[config.mk]
export PLATFORM = sky130hd
export DESIGN_NAME = i2c10_addr_match
export DESIGN_NICKNAME = d
export VERILOG_FILES = /design/src/rtl/i2c10m_pkg.sv /design/src/rtl/i2c10m_cmp.sv /design/src/rtl/i2c10m_ack.sv /design/src/rtl/i2c10m_fsm.sv /design/src/rtl/i2c10_addr_match.sv
export SDC_FILE = /design/constraint.sdc
export NUM_CORES = 1
export LEC_CHECK = 0
export CAP_MARGIN = 30
export CORE_MARGIN = 3
export CORE_UTILIZATION = 38
export CTS_BUF_LIST = sky130_fd_sc_hd__clkbuf_4
export DETAILED_ROUTE_END_ITERATION = 16
export PLACE_DENSITY = 0.77
export SETUP_SLACK_MARGIN = 0.02
export SYNTH_ARGS = -nofsm -noshare
export SYNTH_HDL_FRONTEND = slang
export SYNTH_SLANG_ARGS = --single-unit
[constraint.sdc]
create_clock -name clk -period 1.6 [get_ports clk]
set_input_delay 0.32 -clock clk [delete_from_list [all_inputs] [get_ports clk]]
set_output_delay 0.32 -clock clk [all_outputs]
set_load 0.02 [all_outputs]
[src/rtl/i2c10m_pkg.sv]
package i2c10m_pkg;
  localparam int BYTE_W = 8;

  typedef enum logic [2:0] {
    M_IDLE = 3'd0,
    M_HDR  = 3'd1,
    M_LOW  = 3'd2,
    M_DATA = 3'd3,
    M_SKIP = 3'd4
  } match_st_e;

  // Header check: top seven bits against {prefix, own upper bits}
  function automatic logic hdr_equal(input logic [BYTE_W-1:0] b,
                                     input logic [BYTE_W-2:0] expect_top);
    return b[BYTE_W-1:1] == expect_top;
  endfunction

  function automatic logic low_equal(input logic [BYTE_W-1:0] b,
                                     input logic [BYTE_W-1:0] own_low);
    return b == own_low;
  endfunction
endpackage

[src/rtl/i2c10m_cmp.sv]
module i2c10m_cmp
  import i2c10m_pkg::*;
#(
  parameter int ADDR_W = 10,
  parameter int PFX_W  = 5,
  parameter logic [PFX_W-1:0] PREFIX = 5'b11110
) (
  input  logic [BYTE_W-1:0] byte_i,
  input  logic [ADDR_W-1:0] own_addr_i,
  output logic              hdr_hit_o,
  output logic              low_hit_o,
  output logic              dir_rd_o
);
  localparam int HI_W = ADDR_W - BYTE_W;

  logic [BYTE_W-2:0] top_expect;
  assign top_expect = {PREFIX, own_addr_i[ADDR_W-1 -: HI_W]};

  always_comb begin
    hdr_hit_o = hdr_equal(byte_i, top_expect);
    low_hit_o = low_equal(byte_i, own_addr_i[BYTE_W-1:0]);
    dir_rd_o  = byte_i[0];
  end

  initial begin
    assert (PFX_W + HI_W == BYTE_W - 1)
      else $error("header width mismatch");
  end
endmodule

[src/rtl/i2c10m_ack.sv]
module i2c10m_ack (
  input  logic clk,
  input  logic rst_n,
  input  logic kill_i,
  input  logic set_i,
  input  logic slot_i,
  output logic ack_o
);
  logic slot_q;
  logic slot_fall;
  assign slot_fall = slot_q && !slot_i;

  always_ff @(posedge clk or negedge rst_n) begin
    if (!rst_n) begin
      slot_q <= 1'b0;
      ack_o  <= 1'b0;
    end else begin
      slot_q <= slot_i;
      if (kill_i)         ack_o <= 1'b0;
      else if (set_i)     ack_o <= 1'b1;
      else if (slot_fall) ack_o <= 1'b0;
    end
  end


  ack_release_chk: assert property (@(posedge clk) disable iff (!rst_n)
    (slot_fall && !set_i) |=> !ack_o);


  ack_rise_chk: assert property (@(posedge clk) disable iff (!rst_n)
    $rose(ack_o) |-> $past(set_i));
endmodule

[src/rtl/i2c10m_fsm.sv]
module i2c10m_fsm
  import i2c10m_pkg::*;
(
  input  logic      clk,
  input  logic      rst_n,
  input  logic      start_i,
  input  logic      stop_i,
  input  logic      byte_valid_i,
  input  logic      hdr_hit_i,
  input  logic      low_hit_i,
  input  logic      dir_rd_i,
  output logic      ack_set_o,
  output logic      ack_kill_o,
  output logic      addressed_o,
  output logic      write_o,
  output match_st_e state_o
);
  match_st_e st_q, st_d;
  logic held_q, held_d;
  logic addr_q, addr_d;
  logic wr_q, wr_d;

  always_comb begin
    st_d = st_q;
    held_d = held_q;
    addr_d = addr_q;
    wr_d = wr_q;
    ack_set_o = 1'b0;
    ack_kill_o = 1'b0;
    if (stop_i) begin
      st_d = M_IDLE;
      held_d = 1'b0;
      addr_d = 1'b0;
      wr_d = 1'b0;
      ack_kill_o = 1'b1;
    end else if (start_i) begin
      st_d = M_HDR;
      held_d = addr_q;
      ack_kill_o = 1'b1;
    end else if (byte_valid_i) begin
      unique case (st_q)
        M_HDR: begin
          held_d = 1'b0;
          if (hdr_hit_i && !dir_rd_i) begin
            ack_set_o = 1'b1;
            st_d = held_q ? M_DATA : M_LOW;
            wr_d = held_q;
          end else if (hdr_hit_i && held_q) begin
            ack_set_o = 1'b1;
            st_d = M_DATA;
            wr_d = 1'b0;
          end else begin
            ack_kill_o = 1'b1;
            st_d = M_SKIP;
            addr_d = 1'b0;
            wr_d = 1'b0;
          end
        end
        M_LOW: begin
          if (low_hit_i) begin
            ack_set_o = 1'b1;
            st_d = M_DATA;
            addr_d = 1'b1;
            wr_d = 1'b1;
          end else begin
            ack_kill_o = 1'b1;
            st_d = M_SKIP;
          end
        end
        M_DATA: begin
          if (wr_q) ack_set_o = 1'b1;
          else      ack_kill_o = 1'b1;
        end
        default: ack_kill_o = 1'b1;
      endcase
    end
  end

  always_ff @(posedge clk or negedge rst_n) begin
    if (!rst_n) begin
      st_q <= M_IDLE;
      held_q <= 1'b0;
      addr_q <= 1'b0;
      wr_q <= 1'b0;
    end else begin
      st_q <= st_d;
      held_q <= held_d;
      addr_q <= addr_d;
      wr_q <= wr_d;
    end
  end

  assign addressed_o = addr_q;
  assign write_o = wr_q;
  assign state_o = st_q;


  stop_clear_chk: assert property (@(posedge clk) disable iff (!rst_n)
    stop_i |=> (!addressed_o && !write_o));


  addr_rise_chk: assert property (@(posedge clk) disable iff (!rst_n)
    $rose(addressed_o) |-> ($past(byte_valid_i) && $past(st_q) == M_LOW));


  write_implies_addr_chk: assert property (@(posedge clk) disable iff (!rst_n)
    write_o |-> addressed_o);


  skip_no_ack_chk: assert property (@(posedge clk) disable iff (!rst_n)
    (st_q == M_SKIP) |-> !ack_set_o);
endmodule

[src/rtl/i2c10_addr_match.sv]
module i2c10_addr_match
  import i2c10m_pkg::*;
#(
  parameter int ADDR_W = 10,
  parameter logic [4:0] PREFIX = 5'b11110
) (
  input  logic              clk,
  input  logic              rst_n,
  input  logic              start_i,
  input  logic              stop_i,
  input  logic              byte_valid_i,
  input  logic [7:0]        byte_i,
  input  logic              ack_slot_i,
  input  logic [ADDR_W-1:0] own_addr_i,
  output logic              ack_req_o,
  output logic              addressed_o,
  output logic              write_o
);
  localparam int PFX_W = BYTE_W - 1 - (ADDR_W - BYTE_W);

  logic hdr_hit, low_hit, dir_rd;
  logic ack_set, ack_kill;
  match_st_e st;

  i2c10m_cmp #(.ADDR_W(ADDR_W), .PFX_W(PFX_W), .PREFIX(PREFIX)) cmp_i (
    .byte_i(byte_i), .own_addr_i(own_addr_i),
    .hdr_hit_o(hdr_hit), .low_hit_o(low_hit), .dir_rd_o(dir_rd)
  );

  i2c10m_fsm fsm_i (
    .clk(clk), .rst_n(rst_n), .start_i(start_i), .stop_i(stop_i),
    .byte_valid_i(byte_valid_i), .hdr_hit_i(hdr_hit), .low_hit_i(low_hit),
    .dir_rd_i(dir_rd), .ack_set_o(ack_set), .ack_kill_o(ack_kill),
    .addressed_o(addressed_o), .write_o(write_o), .state_o(st)
  );

  i2c10m_ack ack_i (
    .clk(clk), .rst_n(rst_n), .kill_i(ack_kill), .set_i(ack_set),
    .slot_i(ack_slot_i), .ack_o(ack_req_o)
  );


  stop_ack_clear_chk: assert property (@(posedge clk) disable iff (!rst_n)
    stop_i |=> !ack_req_o);


  hdr_miss_drop_chk: assert property (@(posedge clk) disable iff (!rst_n)
    (byte_valid_i && !start_i && !stop_i && st == M_HDR && !hdr_hit) |=>
      (!addressed_o && !ack_req_o));
endmodule

==> run summary <==
Outcome: complete, but fails checks
Violations in the final reports: setup timing
Routed length per instance: 18.6 um
Setup_tns: -0.311 ns
Vias in the first global route: 718
Count of placed standard cells in the final layout, fillers left out: 135
Post-DRT Antenna Nets: 0
Number of sinks driven by the clock tree: 8
Clock insertion delay at the later pin of the skew report: 0.27 ns
Clock period minus worst slack: 1.70 ns
Avg Inst Size Synth: 9.00 sq um
Vias per std cell: 5.65
Category of the critical setup timing path: reg2reg
Bufs on Longest Clock Path: 2
Depth of the CTS H-tree: 1
Setup-violating endpoint count in the final report: 4
Length in cells of the worst reg-to-reg path: 6
Bufs and invs on worst path: 2
Fraction of layout cells with a size suffix above 1: 41.7%
Area growth from synthesis to layout: 103%
Core footprint: 1400 sq um
Critical path data arrival time: 1.90 ns
Via count of the routed design: 763
Master cell of the clock root buffer: sky130_fd_sc_hd__clkbuf_4
Worst-case hold slack: 0.342 ns
Final weighted congestion in routability-driven placement: 0.884
Fraction of the yosys area taken by sequential cells: 33.2%
Tightest Pin Transition: 0.418 ns
Antenna violations before repair: 0
Count of antenna diodes in the layout: 0
Overall fraction of global-route tracks in use: 22.8%
Setup repair after global routing missed its margin: yes
CTS Hold Bufs: 0
I/O Pins: 27
Met1 capacity usage during global routing: 30.9%
Std cell rows: 13
Core occupancy in the finished layout: 87.7%
Number of cells produced by synthesis: 67
Met2 GRT Util: 34.5%
Cell total after placement: 125
Most Frequent Cell on Critical Path: sky130_fd_sc_hd__buf_4
Required time reported for the critical path endpoint: 1.79 ns
Pins over their slew limit: 0
GR Overflow Total: 0
Final hold violation count: 0
Worst Skew: 0.00956 ns
Relative slew margins: 72.1%
Critical register-to-register path startpoint: fsm_i.state_o[0]
DRC violations left: 0
Post-layout net count: 146
Final Power: 0.647 mW
Die W: 45.8 um
DRC violation total after the first TritonRoute iteration: 19
Min-Delay Path Class: in2async
Critical path launch point type: register
R2R Path End: fsm_i.addressed_o
List of cells traversed by the critical path: or3_4 -> buf_4 -> nor3_2 -> nand4b_1 -> buf_4 -> o2bb2ai_1
Tcrit/Tclk final: 106%
Max Clock Freq: 0.588 GHz
Standard cell with the maximum stage delay on the critical path: sky130_fd_sc_hd__or3_4
Die extent in y: 45.8 um
Nets in the synthesized netlist: 91
Maximum fanout count along the critical path: 2
Post-CTS clock slew at the launch and capture registers of the worst setup and hold paths: 0.07 ns
Max Cap Viol: 0
Grt peak-use layer: met2
Clock tree from TritonCTS: yes
Die Outline Area: 2100 sq um
Dominant cell type by area after synthesis: sky130_fd_sc_hd__dfrtp_1
Number of warning messages in the yosys log: 0
Cts bufs inserted: 3
Pin count of the biggest net entering global routing: 9
Met3 Track Usage GR: 7.11%
Port-buffer cells: 26
Initial core utilization: 43.1%
First-pass iteration count of the detailed router: 4
Unique masters post-synth: 31
Top cells by area, synth: sky130_fd_sc_hd__dfrtp_1 33%, sky130_fd_sc_hd__xnor2_1 15%, sky130_fd_sc_hd__nand2_1 3.7%, sky130_fd_sc_hd__nor2_1 3.7%, sky130_fd_sc_hd__nor4_4 3.5%
Power density normalized to cell area: 528 nW/um^2
Number of register bits inferred by synthesis: 8
Critical path capture point type: register
Half-perimeter wire length after placement: 1.47 mm
Final wirelength: 2.51 mm
Stage delay of the slowest cell on the critical path: 0.42 ns
Leakage power total: 0.612 nW
Worst supply voltage drop on vdd: 0.000488 V
Setup ws final: -0.102 ns
Global-route wire length before repair: 3.33 mm
Cell class contributing the biggest share of worst-path delay: simple AND/OR/NAND/NOR gates
Post-synth top area share: 33.2%
Worst reg2reg setup slack: -0.10 ns
Post-synth design cell area: 603 sq um
Fill cells: 70
## layout by cell type, fill, tap and decap left out, types with 4 or more instances in the layout
cell,synthesis,layout
sky130_fd_sc_hd__buf_4,0,24
sky130_fd_sc_hd__clkdlybuf4s50_1,0,9
sky130_fd_sc_hd__dfrtp_1,8,8
sky130_fd_sc_hd__dlygate4sd2_1,0,6
sky130_fd_sc_hd__dlymetal6s2s_1,0,11
sky130_fd_sc_hd__nand2_1,6,5
sky130_fd_sc_hd__xnor2_1,10,6
sky130_fd_sc_hd__xnor2_2,0,4
## report_power, final
part	leakage (nW)	internal (mW)	switching, mW
clock	0.0138	0.0870	0.0897
combinational	0.491	0.138	0.118
sequential	0.107	0.210	0.00511
## worst register-to-register path: stages (launching register included)
cell and delay [ns]:
sky130_fd_sc_hd__dfrtp_1 0.39, sky130_fd_sc_hd__or3_4 0.42, sky130_fd_sc_hd__buf_4 0.16, sky130_fd_sc_hd__nor3_2 0.16, sky130_fd_sc_hd__nand4b_1 0.17, sky130_fd_sc_hd__buf_4 0.18
sky130_fd_sc_hd__o2bb2ai_1 0.14
## logic make-up after synthesis
| group | share of synthesized area [%] |
|---|---|
| xor+xnor | 16.0 |
| flops | 33.2 |
| buf+inv | 2.49 |
| simple gates | 31.1 |
| compound gates | 17.2 |
## registers in the layout (all words and copies together) (netlist names)
name               count
fsm_i.state_o          3
ack_i.ack_o            1
ack_i.slot_q           1
fsm_i.addressed_o      1
fsm_i.held_q           1
fsm_i.write_o          1
## per-layer routing
layer	share of wire [%]	vias to the layer above
met5	0	-
met4	1.0	0
met3	3.0	7
met2	53	21
met1	43	375
li1	-	360
## how the worst max path moves through the flow
stage / startpoint / to / cells after the start
after floorplan: fsm_i.state_o[1] / fsm_i.state_o[1] / 5
after global placement: byte_i[3] / fsm_i.state_o[1] / 6
after detailed placement: byte_i[7] / fsm_i.addressed_o / 6
after CTS: fsm_i.state_o[1] / fsm_i.write_o / 6
after global routing: fsm_i.state_o[2] / fsm_i.addressed_o / 6
final: fsm_i.state_o[0] / fsm_i.addressed_o / 6
## synthesized netlist by cell type
cell                        count
sky130_fd_sc_hd__xnor2_1       10
sky130_fd_sc_hd__dfrtp_1        8
sky130_fd_sc_hd__nand2_1        6
sky130_fd_sc_hd__nor2_1         6
sky130_fd_sc_hd__inv_1          3
sky130_fd_sc_hd__nor2b_1        3
sky130_fd_sc_hd__a211oi_1       2
sky130_fd_sc_hd__a21oi_1        2
sky130_fd_sc_hd__nand2b_1       2
sky130_fd_sc_hd__nand4_1        2
sky130_fd_sc_hd__nand4b_1       2
sky130_fd_sc_hd__nor3_1         2
sky130_fd_sc_hd__a2111oi_1      1
sky130_fd_sc_hd__a221oi_1       1
sky130_fd_sc_hd__a311oi_1       1
sky130_fd_sc_hd__a31oi_1        1
sky130_fd_sc_hd__inv_2          1
sky130_fd_sc_hd__nand3_1        1
sky130_fd_sc_hd__nand3b_1       1
sky130_fd_sc_hd__nor3_2         1
sky130_fd_sc_hd__nor4_1         1
sky130_fd_sc_hd__nor4_4         1
sky130_fd_sc_hd__o2111ai_1      1
sky130_fd_sc_hd__o211ai_1       1
sky130_fd_sc_hd__o21a_1         1
sky130_fd_sc_hd__o21ai_0        1
sky130_fd_sc_hd__o2bb2ai_1      1
sky130_fd_sc_hd__o31ai_1        1
sky130_fd_sc_hd__or3_4          1
sky130_fd_sc_hd__or4b_2         1
sky130_fd_sc_hd__xor2_1         1
## area by class of cell
| cell class | instances | area [sq um] | area share, % |
|---|---|---|---|
| clock buffer | 3 | 22.5 | 1.84 |
| inverter | 4 | 15.0 | 1.22 |
| multi-input combinational | 55 | 509 | 41.5 |
| sequential | 8 | 200 | 16.3 |
| tap | 15 | 18.8 | 1.53 |
| timing repair buffer | 50 | 460 | 37.6 |
## stage by stage
step           cell area (sq um)  worst slack [ns]
3_3_place_gp                1020            -0.495
3_5_place_dp                1020            -0.550
4_1_cts                     1110           -0.0829
2_1_floorplan                618            0.0212
5_1_grt                     1230            -0.152
6_report                    1230            -0.102
## what timing repair did
item | in CTS | in global routing
setup endpoints to repair | 5 | 8
resized for setup | 14 | 23
hold endpoints to repair | 0 | 0
setup buffers | 6 | 3
pin swaps | 18 | 20
Note: power is estimated with default switching activity, not from simulation.
